--- src/rtl/cc_line21_pkg.sv ---
package cc_line21_pkg;

  localparam int unsigned RUNIN_HALVES = 14;
  localparam int unsigned START_BITS   = 3;
  localparam int unsigned CHAR_BITS    = 8;
  localparam int unsigned PAYLOAD_BITS = 2 * CHAR_BITS;
  localparam int unsigned TOTAL_HALVES = RUNIN_HALVES + 2 * (START_BITS + PAYLOAD_BITS);
  localparam int unsigned NUM_FIELDS   = 2;

  // start code, bit 0 leaves first: 0, 0, 1
  localparam logic [START_BITS-1:0] START_CODE = 3'b100;

  typedef enum logic [1:0] {
    SEG_RUNIN,
    SEG_START,
    SEG_DATA
  } seg_e;

  function automatic logic [CHAR_BITS-1:0] with_odd_parity(input logic [CHAR_BITS-2:0] d);
    return {~^d, d};
  endfunction

endpackage

--- src/rtl/cc_line21_regs.sv ---
module cc_line21_regs
  import cc_line21_pkg::*;
#(
  parameter int unsigned ADDR_W = 3
) (
  input  logic                                  clk,
  input  logic                                  rst_n,
  input  logic                                  wr_en,
  input  logic [ADDR_W-1:0]                     wr_addr,
  input  logic [7:0]                            wr_data,
  input  logic [NUM_FIELDS-1:0]                 capture,
  output logic [2*NUM_FIELDS-1:0][CHAR_BITS-2:0] chars_o,
  output logic [NUM_FIELDS-1:0]                 en_o,
  output logic [NUM_FIELDS-1:0]                 pend_o
);

  localparam logic [ADDR_W-1:0] CTRL_ADDR = ADDR_W'(2 * NUM_FIELDS);

  logic [2*NUM_FIELDS-1:0][CHAR_BITS-2:0] chars_q, chars_d;
  logic [NUM_FIELDS-1:0]                  en_q, en_d;
  logic [NUM_FIELDS-1:0]                  pend_q, pend_d;
  logic                                   upd;
  logic                                   unused_wr;

  assign unused_wr = ^{wr_data[7]};

  always_comb begin
    chars_d = chars_q;
    en_d    = en_q;
    pend_d  = pend_q;
    for (int f = 0; f < int'(NUM_FIELDS); f++) begin
      if (capture[f]) begin
        chars_d[2*f]   = '0;
        chars_d[2*f+1] = '0;
        pend_d[f]      = 1'b0;
      end
    end
    if (wr_en) begin
      if (wr_addr < CTRL_ADDR) begin
        chars_d[wr_addr[1:0]] = wr_data[CHAR_BITS-2:0];
        pend_d[wr_addr[1]]    = 1'b1;
      end else if (wr_addr == CTRL_ADDR) begin
        en_d = wr_data[NUM_FIELDS-1:0];
      end
    end
  end

  assign upd = wr_en | (|capture);

  always_ff @(posedge clk or negedge rst_n) begin
    if (!rst_n) begin
      chars_q <= '0;
      en_q    <= NUM_FIELDS'(1);
      pend_q  <= '0;
    end else if (upd) begin
      chars_q <= chars_d;
      en_q    <= en_d;
      pend_q  <= pend_d;
    end
  end

  assign chars_o = chars_q;
  assign en_o    = en_q;
  assign pend_o  = pend_q;

endmodule

--- src/rtl/cc_line21_phase.sv ---
module cc_line21_phase #(
  parameter int unsigned LINE_CLKS = 1716,
  parameter int unsigned STEP      = 64,
  parameter int unsigned HALVES    = 52,
  parameter int unsigned HIDX_W    = 6
) (
  input  logic              clk,
  input  logic              rst_n,
  input  logic              start,
  output logic              active_o,
  output logic [HIDX_W-1:0] half_o
);

  localparam int unsigned ACC_W = $clog2(LINE_CLKS + STEP);
  localparam logic [ACC_W:0]    STEP_C   = (ACC_W+1)'(STEP);
  localparam logic [ACC_W:0]    MOD_C    = (ACC_W+1)'(LINE_CLKS);
  localparam logic [HIDX_W-1:0] LAST_IDX = HIDX_W'(HALVES - 1);

  logic [ACC_W-1:0]  acc_q, acc_d;
  logic [HIDX_W-1:0] half_q, half_d;
  logic              active_q, active_d;
  logic [ACC_W:0]    sum;
  logic              wrap;
  logic              upd;

  assign sum  = {1'b0, acc_q} + STEP_C;
  assign wrap = (sum >= MOD_C);

  always_comb begin
    acc_d    = acc_q;
    half_d   = half_q;
    active_d = active_q;
    if (start && !active_q) begin
      acc_d    = '0;
      half_d   = '0;
      active_d = 1'b1;
    end else if (active_q) begin
      if (wrap) begin
        acc_d = ACC_W'(sum - MOD_C);
        if (half_q == LAST_IDX) begin
          half_d   = '0;
          active_d = 1'b0;
        end else begin
          half_d = half_q + 1'b1;
        end
      end else begin
        acc_d = ACC_W'(sum);
      end
    end
  end

  assign upd = start | active_q;

  always_ff @(posedge clk or negedge rst_n) begin
    if (!rst_n) begin
      acc_q    <= '0;
      half_q   <= '0;
      active_q <= 1'b0;
    end else if (upd) begin
      acc_q    <= acc_d;
      half_q   <= half_d;
      active_q <= active_d;
    end
  end

  assign active_o = active_q;
  assign half_o   = half_q;

endmodule

--- src/rtl/cc_line21_serial.sv ---
module cc_line21_serial
  import cc_line21_pkg::*;
#(
  parameter int unsigned HIDX_W = 6
) (
  input  logic                    clk,
  input  logic                    rst_n,
  input  logic                    load,
  input  logic [PAYLOAD_BITS-1:0] load_word,
  input  logic                    active,
  input  logic [HIDX_W-1:0]       half_idx,
  output logic                    level_o
);

  localparam int unsigned BIT_W = HIDX_W - 1;
  localparam int unsigned PAY_W = $clog2(PAYLOAD_BITS);

  logic [PAYLOAD_BITS-1:0] word_q, word_d;
  logic [HIDX_W-1:0]       rel;
  logic [BIT_W-1:0]        bit_no;
  logic [BIT_W-1:0]        data_idx;
  seg_e                    seg;
  logic                    lvl;
  logic                    unused_bits;

  always_comb begin
    word_d = word_q;
    if (load) word_d = load_word;
  end

  always_ff @(posedge clk or negedge rst_n) begin
    if (!rst_n) begin
      word_q <= '0;
    end else if (load) begin
      word_q <= word_d;
    end
  end

  assign rel      = half_idx - HIDX_W'(RUNIN_HALVES);
  assign bit_no   = rel[HIDX_W-1:1];
  assign data_idx = bit_no - BIT_W'(START_BITS);
  assign unused_bits = ^{rel[0], data_idx[BIT_W-1:PAY_W]};

  always_comb begin
    if (half_idx < HIDX_W'(RUNIN_HALVES)) begin
      seg = SEG_RUNIN;
    end else if (bit_no < BIT_W'(START_BITS)) begin
      seg = SEG_START;
    end else begin
      seg = SEG_DATA;
    end
  end

  always_comb begin
    case (seg)
      SEG_RUNIN: lvl = ~half_idx[0];
      SEG_START: lvl = START_CODE[bit_no[1:0]];
      default:   lvl = word_q[data_idx[PAY_W-1:0]];
    endcase
  end

  assign level_o = active & lvl;

endmodule

--- src/rtl/cc_line21_inserter.sv ---
module cc_line21_inserter
  import cc_line21_pkg::*;
#(
  parameter int unsigned LINE_CLKS     = 1716,
  parameter int unsigned BITS_PER_LINE = 32,
  parameter int unsigned SLOT_START    = 300,
  parameter int unsigned F1_LINE       = 21,
  parameter int unsigned F2_LINE       = 284,
  parameter int unsigned LINE_W        = 10,
  parameter int unsigned HPOS_W        = 11,
  parameter int unsigned ADDR_W        = 3
) (
  input  logic              clk,
  input  logic              rst_n,
  input  logic              wr_en,
  input  logic [ADDR_W-1:0] wr_addr,
  input  logic [7:0]        wr_data,
  input  logic [LINE_W-1:0] line_num,
  input  logic              field_two,
  input  logic [HPOS_W-1:0] hpos,
  output logic              cc_out,
  output logic              cc_gate,
  output logic              pend_f1,
  output logic              pend_f2
);

  localparam int unsigned HALF_STEP = 2 * BITS_PER_LINE;
  localparam int unsigned HIDX_W    = $clog2(TOTAL_HALVES);

  logic rst_meta_q, rst_sync_q;

  always_ff @(posedge clk or negedge rst_n) begin
    if (!rst_n) begin
      rst_meta_q <= 1'b0;
      rst_sync_q <= 1'b0;
    end else begin
      rst_meta_q <= 1'b1;
      rst_sync_q <= rst_meta_q;
    end
  end

  logic [2*NUM_FIELDS-1:0][CHAR_BITS-2:0] chars;
  logic [NUM_FIELDS-1:0]                  en;
  logic [NUM_FIELDS-1:0]                  pend;
  logic [NUM_FIELDS-1:0]                  line_hit;
  logic [NUM_FIELDS-1:0]                  capture;
  logic                                   at_slot;
  logic                                   active;
  logic [HIDX_W-1:0]                      half_idx;
  logic [PAYLOAD_BITS-1:0]                load_word;

  assign at_slot = (hpos == HPOS_W'(SLOT_START));

  for (genvar f = 0; f < int'(NUM_FIELDS); f++) begin : g_field
    localparam logic [LINE_W-1:0] CAP_LINE = LINE_W'((f == 0) ? F1_LINE : F2_LINE);
    assign line_hit[f] = (line_num == CAP_LINE) && (field_two == 1'(f));
    assign capture[f]  = at_slot & line_hit[f] & en[f] & ~active;
  end

  always_comb begin
    if (capture[1]) begin
      load_word = {with_odd_parity(chars[3]), with_odd_parity(chars[2])};
    end else begin
      load_word = {with_odd_parity(chars[1]), with_odd_parity(chars[0])};
    end
  end

  cc_line21_regs #(
    .ADDR_W (ADDR_W)
  ) u_regs (
    .clk     (clk),
    .rst_n   (rst_sync_q),
    .wr_en   (wr_en),
    .wr_addr (wr_addr),
    .wr_data (wr_data),
    .capture (capture),
    .chars_o (chars),
    .en_o    (en),
    .pend_o  (pend)
  );

  cc_line21_phase #(
    .LINE_CLKS (LINE_CLKS),
    .STEP      (HALF_STEP),
    .HALVES    (TOTAL_HALVES),
    .HIDX_W    (HIDX_W)
  ) u_phase (
    .clk      (clk),
    .rst_n    (rst_sync_q),
    .start    (|capture),
    .active_o (active),
    .half_o   (half_idx)
  );

  cc_line21_serial #(
    .HIDX_W (HIDX_W)
  ) u_serial (
    .clk       (clk),
    .rst_n     (rst_sync_q),
    .load      (|capture),
    .load_word (load_word),
    .active    (active),
    .half_idx  (half_idx),
    .level_o   (cc_out)
  );

  assign cc_gate = active;
  assign pend_f1 = pend[0];
  assign pend_f2 = pend[1];

endmodule

--- config.mk ---
export PLATFORM = sky130hd
export DESIGN_NAME = cc_line21_inserter
export DESIGN_NICKNAME = d
export VERILOG_FILES = /design/src/rtl/cc_line21_pkg.sv /design/src/rtl/cc_line21_regs.sv /design/src/rtl/cc_line21_phase.sv /design/src/rtl/cc_line21_serial.sv /design/src/rtl/cc_line21_inserter.sv
export SDC_FILE = /design/constraint.sdc
export NUM_CORES = 1
export LEC_CHECK = 0
export ABC_AREA = 1
export BUFFER_PORTS_ARGS = -buffer_cell sky130_fd_sc_hd__buf_2
export CORE_MARGIN = 8
export CORE_UTILIZATION = 64
export CTS_BUF_LIST = sky130_fd_sc_hd__clkbuf_8 sky130_fd_sc_hd__clkbuf_16
export CTS_CLUSTER_SIZE = 40
export DETAILED_ROUTE_END_ITERATION = 8
export PLACE_DENSITY = 0.82
export SLEW_MARGIN = 20
export SYNTH_ARGS = -nofsm -noshare
export SYNTH_HDL_FRONTEND = slang
export SYNTH_SLANG_ARGS = --single-unit
--- constraint.sdc ---
create_clock -name clk -period 3.5 [get_ports clk]
set_clock_uncertainty 0.1 [all_clocks]
set_input_delay 0.7 -clock clk [delete_from_list [all_inputs] [get_ports clk]]
set_output_delay 0.7 -clock clk [all_outputs]
set_load 0.01 [all_outputs]
==> results.tsv <==
stage	metric	value	unit
synthesis	synth-seq-area-share	0.4035	
route	ant_nets	0	
global_route	antenna_found_initial	0	
sta	worst_slew_pin_slew	0.6819	ns
synthesis	synth_edf_count	0	
cells_and_area	nNetsFinal	626	
cells_and_area	drive_gt1_frac	0.1692	
setup_path	startpoint	u_phase.half_o[1]	
clock_tree	post_cts_resized	0	
pwr	ir_worst_vdd	343.0	uV
sta	rsz0062_at_grt	no	
global_route	overflow	0	
route	totalWireLength	9259	um
sta	finalHoldViolations	0	
setup_path	start_kind	flip-flop	
sta	period_minus_slack	3.130	ns
route	drt_iter0_markers	171	
placement	gp_congestion	0.9379	
clock_tree	root_buffer	clkbuf_8	
setup_path	arrival	2.33	ns
sta	setup_ws	0.3702	ns
setup_path	rrSetupSlack	1.10	ns
die	pin_count	40	
synthesis	yosys.area.top_type	dfrtp_1	
route	viasPerCell	5.529	
placement	dp.cells	646	
sta	slew_headroom	0.5454	
route	first_pass_iters	4	
cells_and_area	final_area	4544	sq um
clock_tree	cts.path.max_buffers	2	
synthesis	synth_top_area_frac	0.3971	
global_route	grt_usage	0.2178	
die	die_h	96.01	um
synthesis	synth_seq_cells	66	
route	routedWlPerCell	13.99	um
placement	portBuffers	38	
placement	pre_cts_slack	0.7268	ns
synthesis	synthTopCellsByCount	nand2_1 (137), inv_1 (86), dfrtp_1 (65), nand3_1 (62), o22ai_1 (30)	
worst_hold_path	holdCritPathClass	in -> async	
clock_tree	hold_buffers	0	
clock_tree	cts_tree	done	
clock_tree	cts_sinks	66	
sta	setup_viol	0	
setup_path	cp-end-kind	output port	
synthesis	synthFlopType	dfrtp_1	
pwr	p_per_area	418.7	nW/um^2
die	start_util	0.6526	
cells_and_area	area_delta_synth_final	10.93	%
clock_tree	clk_pin_slew	0.07	ns
route	vias	3660	
synthesis	async_flop_share	1.000	
die	die_x	96.01	um
synthesis	synth_area_leaders	dfrtp_1 (40%), nand2_1 (13%), inv_1 (7.9%)	
setup_path	path_class	reg -> out	
route	drc_errors	0	
setup_path	crit_fanout	10	
die	fp.dieArea	9217	sq um
job	drv_cap	0	
clock_tree	postCtsSetupBuffers	0	
sta	setup_tns	0	ns
run_status	status	completed	
cells_and_area	stdcell_count	662	
clock_tree	h-tree-depth	3	
die	core	6277	sq um
global_route	grt_pass1_wl	15730	um
global_route	grt_pass1_vias	3495	
placement	dp_hpwl	7161	um
sta	maxSlewViolCount	0	
clock_tree	numCtsBuffers	9	
synthesis	synth.most_common_cell	nand2_1	
placement	place_area	4340	sq um
setup_path	r2r-start	u_phase.active_o	
synthesis	ys_types	38	
synthesis	synthCells	537	
synthesis	synth_nets	583	
global_route	grt_max_degree	34	
die	row_count	29	
cells_and_area	nFillCells	495	
synthesis	yosys_warnings	0	
cells_and_area	antenna_cells	0	
synthesis	synth_area	4096	sq um
pwr	p_leak	2.390	nW
setup_path	cp.required	2.70	ns
synthesis	avgSynthCellArea	7.628	sq um
sta	max_freq	319.5	MHz
clock_tree	insertion_delay	0.34	ns
sta	fin_crit_sh	0.8942	
state kept, by name, indices dropped and copies added, names as in the netlist:
name / count
rst_meta_q: 1
rst_sync_q: 1
u_phase.acc_q: 9
u_phase.active_o: 1
u_phase.half_o: 6
u_regs.chars_o: 28
u_regs.en_o: 2
u_regs.pend_o: 2
u_serial.word_q: 16
per-stage QoR:
step / util / hold WS (ns) / total power (W)
floorplan: - / 0.2312 / 0.001164
global placement: 0.6914 / 0.2241 / 0.001245
detailed placement: 0.6914 / 0.2296 / 0.001265
CTS: 0.7239 / 0.008847 / 0.001909
global route: 0.7239 / 0.01800 / 0.001996
finish: 0.7239 / 0.02241 / 0.001903
final cells by class:
cell class / instances / area [sq um] / area share
Sequential cell: 66 / 1654 / 0.3640
Multi-Input combinational cell: 371 / 2031 / 0.4469
Inverter: 91 / 346.6 / 0.07627
Clock buffer: 10 / 137.6 / 0.03029
Timing Repair Buffer: 41 / 212.7 / 0.04681
Clock inverter: 6 / 66.31 / 0.01459
Tap cell: 77 / 96.34 / 0.02120
path summary, 6_finish.rpt:
check	endpoint	cells past startpoint
setup / recovery	cc_out	9
hold / removal	rst_sync_q	1
setup reg to reg	u_serial.word_q[2]	8
hold reg to reg	u_regs.chars_o[0]	0
max in group asynchronous	u_phase.acc_q[3]	1
min in group clk	rst_sync_q	0
cells in the final DEF (no fill, tap or decap), drive strengths merged, types with 10 or more instances in the layout:
cell type  instances
dfrtp             65
xor2              11
nand2            148
clkbuf            10
a21oi             11
buf               41
nand4             16
o21ai             25
ha                10
nor2              28
inv               90
nand3             65
o22ai             30
layer usage:
metal | GRT usage | wire, um | vias up
met5 | 0 | 0 | -
met4 | 0.1063 | 225 | 0
met3 | 0.03276 | 437 | 18
met2 | 0.3780 | 4773 | 110
met1 | 0.2570 | 3822 | 1705
li1 | - | - | 1827
where the power goes:
part           leakage [nW]  internal (W)  switching (W)
logic                  1.51      0.000146       0.000225
clock network        0.0945      0.000348       0.000294
registers             0.785      0.000837      0.0000542
critical path: stages (launching register included):
cell and delay (ns):
dfrtp_1 0.50, ha_1 0.46, nor2_1 0.13, nand3b_1 0.20, nor2_1 0.21, nor2_1 0.08
nand3_1 0.07, nand2_1 0.06, a21oi_1 0.13, buf_2 0.15
cells by family (layout without fill, tap and decap cells):
group                    Yosys count  count (layout)  synth area share
adder cells (fa/ha/maj)           10              10           0.03054
AND/OR/NAND/NOR                  273             273            0.3268
AO/OA/AOI/OAI                     71              71            0.1032
other                              1               1         0.0009154
XOR/XNOR                          16              16           0.03421
flip-flops                        66              66            0.4035
buffers and inverters            100             148            0.1008
(Power assumes the default switching activity.)
